[config.mk]
export PLATFORM = sky130hd
export DESIGN_NAME = pinrep_top
export DESIGN_NICKNAME = d
export VERILOG_FILES = /design/src/rtl/pinrep_pkg.sv /design/src/rtl/pinrep_sampler.sv /design/src/rtl/pinrep_fifo.sv /design/src/rtl/pinrep_release_timer.sv /design/src/rtl/pinrep_top.sv
export SDC_FILE = /design/constraint.sdc
export NUM_CORES = 1
export LEC_CHECK = 0
export BUFFER_PORTS_ARGS = -buffer_cell sky130_fd_sc_hd__clkbuf_2
export CAP_MARGIN = 20
export CORE_ASPECT_RATIO = 0.9
export CORE_MARGIN = 10
export CORE_UTILIZATION = 55
export DETAILED_ROUTE_END_ITERATION = 10
export MAX_ROUTING_LAYER = met4
export PLACE_DENSITY = 0.74
export SLEW_MARGIN = 20
export SYNTH_ARGS = -nofsm -noshare
export SYNTH_HDL_FRONTEND = slang
export SYNTH_SLANG_ARGS = --single-unit
[constraint.sdc]
create_clock -name clk -period 3.4 [get_ports clk]
set_input_delay 0.51 -clock clk [delete_from_list [all_inputs] [get_ports clk]]
set_output_delay 0.51 -clock clk [all_outputs]
set_load 0.05 [all_outputs]
[src/rtl/pinrep_pkg.sv]
// Shared definitions for the pin replicator.
// Assumes a single clock for the sending and receiving halves.
package pinrep_pkg;

    // Sticky error flags reported by the receiving half.
    typedef struct packed {
        logic underflow;
        logic overflow;
    } pinrep_flags_t;

endpackage

[src/rtl/pinrep_sampler.sv]
// Down-sampling pin capture.
// Captures pins_in once every DECIM cycles and emits a one-cycle valid word.
// Assumes DECIM >= 1; DECIM == 1 captures on every edge.
module pinrep_sampler #(
    parameter int PINS  = 8,
    parameter int DECIM = 4
) (
    input  logic            clk,
    input  logic            rst_n,
    input  logic [PINS-1:0] pins_in,
    output logic            tx_valid,
    output logic [PINS-1:0] tx_data
);
    logic take;

    generate
        if (DECIM > 1) begin : g_div
            localparam int DW = $clog2(DECIM);
            localparam logic [DW-1:0] LAST = DW'(DECIM - 1);
            logic [DW-1:0] phase;

            // Phase counter: zero marks a capture edge.
            always_ff @(posedge clk) begin
                if (!rst_n)             phase <= '0;
                else if (phase == LAST) phase <= '0;
                else                    phase <= phase + 1'b1;
            end
            assign take = (phase == '0);
        end else begin : g_full
            assign take = 1'b1;
        end
    endgenerate

    // Capture register: the link word and its valid flag.
    always_ff @(posedge clk) begin
        if (!rst_n) begin
            tx_valid <= 1'b0;
            tx_data  <= '0;
        end else begin
            tx_valid <= take;
            if (take) tx_data <= pins_in;
        end
    end
endmodule

[src/rtl/pinrep_fifo.sv]
// Elastic buffer for received samples.
// Push is accepted when not full, or when a pop happens in the same cycle.
// A push that is refused raises drop for one cycle.
// Assumes DEPTH is a power of two, at least 2.
module pinrep_fifo #(
    parameter int PINS  = 8,
    parameter int DEPTH = 8
) (
    input  logic            clk,
    input  logic            rst_n,
    input  logic            push,
    input  logic [PINS-1:0] wdata,
    input  logic            pop,
    output logic [PINS-1:0] head,
    output logic            empty,
    output logic            full,
    output logic            drop
);
    localparam int AW = $clog2(DEPTH);
    localparam logic [AW:0] FULLCNT = (AW+1)'(DEPTH);

    logic [PINS-1:0] mem [DEPTH];
    logic [AW-1:0]   wp, rp;
    logic [AW:0]     count;
    logic            do_push, do_pop;

    assign empty   = (count == '0);
    assign full    = (count == FULLCNT);
    assign do_pop  = pop && !empty;
    assign do_push = push && (!full || do_pop);
    assign drop    = push && !do_push;
    assign head    = mem[rp];

    // Storage write.
    always_ff @(posedge clk) begin
        if (do_push) mem[wp] <= wdata;
    end

    // Pointer and occupancy bookkeeping.
    always_ff @(posedge clk) begin
        if (!rst_n) begin
            wp    <= '0;
            rp    <= '0;
            count <= '0;
        end else begin
            if (do_push) wp <= wp + 1'b1;
            if (do_pop)  rp <= rp + 1'b1;
            case ({do_push, do_pop})
                2'b10:   count <= count + 1'b1;
                2'b01:   count <= count - 1'b1;
                default: count <= count;
            endcase
        end
    end
endmodule

[src/rtl/pinrep_release_timer.sv]
// Release schedule generator.
// Fires first LATENCY edges after reset release, then once every DECIM edges.
// Assumes LATENCY >= DECIM >= 1.
module pinrep_release_timer #(
    parameter int DECIM   = 4,
    parameter int LATENCY = 20
) (
    input  logic clk,
    input  logic rst_n,
    output logic fire
);
    localparam int CW = $clog2(LATENCY + 1);
    localparam logic [CW-1:0] TOP    = CW'(LATENCY);
    localparam logic [CW-1:0] RELOAD = CW'(LATENCY - DECIM + 1);

    logic [CW-1:0] cnt;

    assign fire = (cnt == TOP);

    // Counts up to TOP, then reloads so that the next fire is DECIM edges later.
    always_ff @(posedge clk) begin
        if (!rst_n)    cnt <= '0;
        else if (fire) cnt <= RELOAD;
        else           cnt <= cnt + 1'b1;
    end
endmodule

[src/rtl/pinrep_top.sv]
// Deterministic pin replicator: sampler, receive FIFO, release timer and
// output register. Sending and receiving halves share one clock. The
// external link must deliver each word within LATENCY-2 cycles and keep order.
module pinrep_top #(
    parameter int PINS    = 8,
    parameter int DECIM   = 4,
    parameter int LATENCY = 20,
    parameter int DEPTH   = 8
) (
    input  logic            clk,
    input  logic            rst_n,
    input  logic [PINS-1:0] pins_in,
    output logic            tx_valid,
    output logic [PINS-1:0] tx_data,
    input  logic            rx_valid,
    input  logic [PINS-1:0] rx_data,
    output logic [PINS-1:0] pins_out,
    output logic            underflow,
    output logic            overflow
);
    import pinrep_pkg::*;

    logic            rel_fire;
    logic            fifo_empty, fifo_full, fifo_drop;
    logic [PINS-1:0] fifo_head;
    pinrep_flags_t   flags;

    pinrep_sampler #(.PINS(PINS), .DECIM(DECIM)) u_sampler (
        .clk(clk), .rst_n(rst_n), .pins_in(pins_in),
        .tx_valid(tx_valid), .tx_data(tx_data)
    );

    pinrep_fifo #(.PINS(PINS), .DEPTH(DEPTH)) u_fifo (
        .clk(clk), .rst_n(rst_n),
        .push(rx_valid), .wdata(rx_data), .pop(rel_fire),
        .head(fifo_head), .empty(fifo_empty), .full(fifo_full),
        .drop(fifo_drop)
    );

    pinrep_release_timer #(.DECIM(DECIM), .LATENCY(LATENCY)) u_timer (
        .clk(clk), .rst_n(rst_n), .fire(rel_fire)
    );

    // Output register: loads the FIFO head on a release, holds otherwise.
    always_ff @(posedge clk) begin
        if (!rst_n)                      pins_out <= '0;
        else if (rel_fire && !fifo_empty) pins_out <= fifo_head;
    end

    // Sticky error flags.
    always_ff @(posedge clk) begin
        if (!rst_n) begin
            flags <= '0;
        end else begin
            if (rel_fire && fifo_empty) flags.underflow <= 1'b1;
            if (fifo_drop)              flags.overflow  <= 1'b1;
        end
    end

    assign underflow = flags.underflow;
    assign overflow  = flags.overflow;
endmodule

==> metrics.md <==
| Metric | Value |
|---|---|
| Pins Over Slew Limit | 0 |
| Final instance area | 4520 µm² |
| Tot GR Track Use | 0.143 |
| Switching power | roughly 500 µW |
| Switch share | 0.207 |
| Die area | around 11000 µm² |
| Post-synthesis sequential area ratio | 0.669 |
| Number of flops mapped to enable cells by yosys | 64 |
| Initial DRT Pass Iterations | 4 |
| Starting DRC count in detailed routing | 85 |
| Via count | between 2k and 2.5k |
| Mean area per synthesized cell | around 15 µm² |
| Total gr overflow | 0 |
| Pint | about 2.0 mW |
| Post-synth cell types | 40 |
| HPWL Detailed | 4710 µm |
| WL/cell | roughly 18 µm |
| Placed cell count | around 380 |
| RSZ-0062 raised after global routing | no |
| Total power | ~2.5 mW |
| Syn-to-layout area delta | 14.3% |
| Post-route ant nets | 0 |
| Final #Nets | roughly 330 |
| Ports | 38 |
| First-pass GRT wire length | around 12000 µm |
| Syn_nets | 283 |
| Setup CP Type | reg -> reg |
| Share of the synthesized area in the top cell type | 0.486 |
| Power Dens Cells | between 500 and 600 nW/µm² |
| Final setup fails | 0 |
| Largest family of logic cells by synthesized area | multiplexers |
| Inserted Diodes | 0 |
| CTS Buf Count | 9 |
| Mapped cell area | 3950 µm² |
| CTS tree | done |
| Crit path max-delay family | simple AND/OR/NAND/NOR gates |
| Synth top area cells | edfxtp_1 (49%), dfxtp_1 (18%), mux4_2 (9.1%) |
| Crit path buf inv count | 0 |
| Simple-gate share of the synthesized area | 0.0918 |
| H-tree levels | 3 |
| Filler cells | 515 |
| Critical path endpoint category | flop |
| Maximum vdd drop | 0.421 mV |
| Clock transition at path regs | around 0.09 ns |
| Initial antenna violation count | 0 |
| Xor and xnor area share after synthesis | 0.0199 |
| Vias in the first global route | approximately 2.2k |
| Setup tns final | 0 ns |
| Hold Vio Cnt, Final | 0 |
| Commonest non-fill, non-tap cell in the layout | edfxtp_1 |
| Post-CTS setup buffers | 0 |
| Largest fanout on the critical path | 12 |
| Yosys reg bits | 100 |
| Max-cap violations | 0 |
| Mux contribution to synthesized area | 0.122 |
| Fraction of layout cells with a size suffix above 1 | 0.266 |
| Clk pwr share | 0.382 |
| Area leader, netlist | edfxtp_1 |
| Async set-reset flop share out of synthesis | 0 |
| Outcome | completed |
| Largest net degree at the start of global routing | 37 |
| IO Port Bufs | 37 |
| Die Wd | approximately 110 µm |
| Crit path from | u_fifo.count[0]$_SDFFE_PN0P_ |
| P_leak | about 1.7 nW |
| Initial Utilization | 0.564 |
| Final Non-Filler Cells | approximately 400 |
| CP arrival | between 2 and 3 ns |
| Routed wire length | around 7200 µm |
| Relative slew slack | 0.411 |
| Adder-Cell Fraction of Synth Area | 0.0285 |
| Peak Freq | roughly 380 MHz |
| Startpoint class of the critical path | flop |
| WP data required | 3.68 ns |
| # DRC | 0 |
| Min Clock Period, post-route | 2.62 ns |
| Die Ht | 100 µm |
| Crit path cell chain | or4_1 -> and2_4 -> ha_1 -> xor2_1 -> ha_1 -> a21oi_1 -> xor2_1 -> or3_1 -> a21boi_0 |
| Vias/cell | 5.50 |
| Root Driver | clkbuf_8 |
| DP Worst Slack | 0.791 ns |
| Min-Delay Path Class | in -> reg |
| Gpl congestion | 0.732 |
| Least-Margin Pin Slew | ~0.88 ns |
| Combinational power share | 0.071 |
| Fraction of the mapped netlist area in compound gates | 0.0465 |
| CP max stage cell | or4_1 |
| Placed Area | between 4000 and 5000 µm² |
| Share of power burned in registers | 0.547 |
| Commonest cells after routing, fill and taps aside | edfxtp_1 (64), clkbuf_2 (37), dfxtp_1 (36) |
| Post-CTS Resized | 0 |
| Fin Clk Skew | roughly 0.0086 ns |
| Hold Startpoint | pins_in[1] |
| Ys flop type | edfxtp_1 |
| Core Region | 7000 µm² |
| Synth Instances | 255 |
| Clock sinks | 100 |
| Number of synthesis warnings | 0 |
| Reg2reg start | u_fifo.count[0]$_SDFFE_PN0P_ |
| Clk buf depth | 2 |
| Clk Latency, worst-skew pair | between 0.3 and 0.4 ns |
| Final period util | 0.772 |
| # rows | 29 |
| CP peak stage delay | around 0.62 ns |
| Post-route setup slack | slightly below 0.8 ns |
| # hold bufs at CTS | 0 |
-- registers in the layout, summed over array words and instances, names as in the netlist --
name and flops:
u_fifo.mem 64, pins_out 8, u_sampler.tx_data 8, u_timer.cnt 5
u_fifo.count 4, u_fifo.rp 3, u_fifo.wp 3, u_sampler.g_div.phase 2
overflow 1, u_sampler.tx_valid 1, underflow 1
-- worst paths after layout --
path                                                       endpoint  slack, ns  cells past startpoint
worst min-delay path              u_sampler.tx_data[1]$_SDFFE_PN0P_       0.42                      3
worst max register to register         u_fifo.count[2]$_SDFFE_PN0P_       0.78                      9
worst min register to register  u_sampler.g_div.phase[0]$_SDFF_PP0_       0.45                      1
worst max-delay path                   u_fifo.count[2]$_SDFFE_PN0P_       0.78                      9
-- per-layer routing --
metal  share of wire  vias to the layer above  track usage
met5               0                        -            -
met1            0.46                     1085        0.186
met4           0.011                        0       0.0410
met3           0.052                        8       0.0423
met2            0.48                       47        0.212
li1                -                     1048            -
-- cell families (layout without fill, tap and decap cells) --
group	after synthesis	after routing
simple gates	62	62
fa+ha+maj	9	9
xor+xnor	9	9
flops	100	100
mux	28	28
compound gates	29	29
buf+inv	18	68
-- area by class of cell --
type	count	area, µm²	area share
Inverter	5	18.8	0.00415
Sequential cell	100	2640	0.585
Clock buffer	10	128	0.0282
Clock inverter	6	134	0.0296
Timing Repair Buffer	47	260	0.0576
Multi-Input combinational cell	137	1220	0.270
Tap cell	93	116	0.0258
-- Yosys cell counts (2+ instances only) --
cell and number:
nor3_1 4, dfxtp_1 36, nor2b_1 12, or3_1 2
edfxtp_1 64, xnor2_1 5, nor3b_1 2, xor2_1 4
and2_1 6, buf_2 3, ha_1 9, inv_1 5
a21boi_0 3, buf_6 2, nand3_1 4, mux4_2 16
o22ai_1 8, nor2_1 14, clkbuf_1 7, mux2i_1 12
o21a_1 2, o21ai_0 12, nand2_1 4, nand2b_1 3
-- through the flow --
step	hold slack [ns]	utilization
6_report	0.417	0.645
5_1_grt	0.415	0.645
4_1_cts	0.398	0.645
3_5_place_dp	0.447	0.608
3_3_place_gp	0.436	0.608
2_1_floorplan	0.425	-
-- power groups by stage --
stage | clock (mW) | combinational [mW] | sequential [mW]
6_report | 0.944 | 0.176 | 1.35
5_1_grt | 1.02 | 0.193 | 1.36
4_1_cts | 0.968 | 0.179 | 1.35
3_5_place_dp | 0 | 0.178 | 1.38
3_3_place_gp | 0 | 0.174 | 1.38
2_1_floorplan | 0 | 0.0873 | 1.42
-- tightest hold or removal path, delay by kind of cell --
| kind | cells | cell delay, ns |
|---|---|---|
| buffers and inverters | 1 | 0.07 |
| multiplexers | 1 | 0.05 |
| AND/OR/NAND/NOR | 1 | 0.09 |
(Power assumes the default switching activity.)
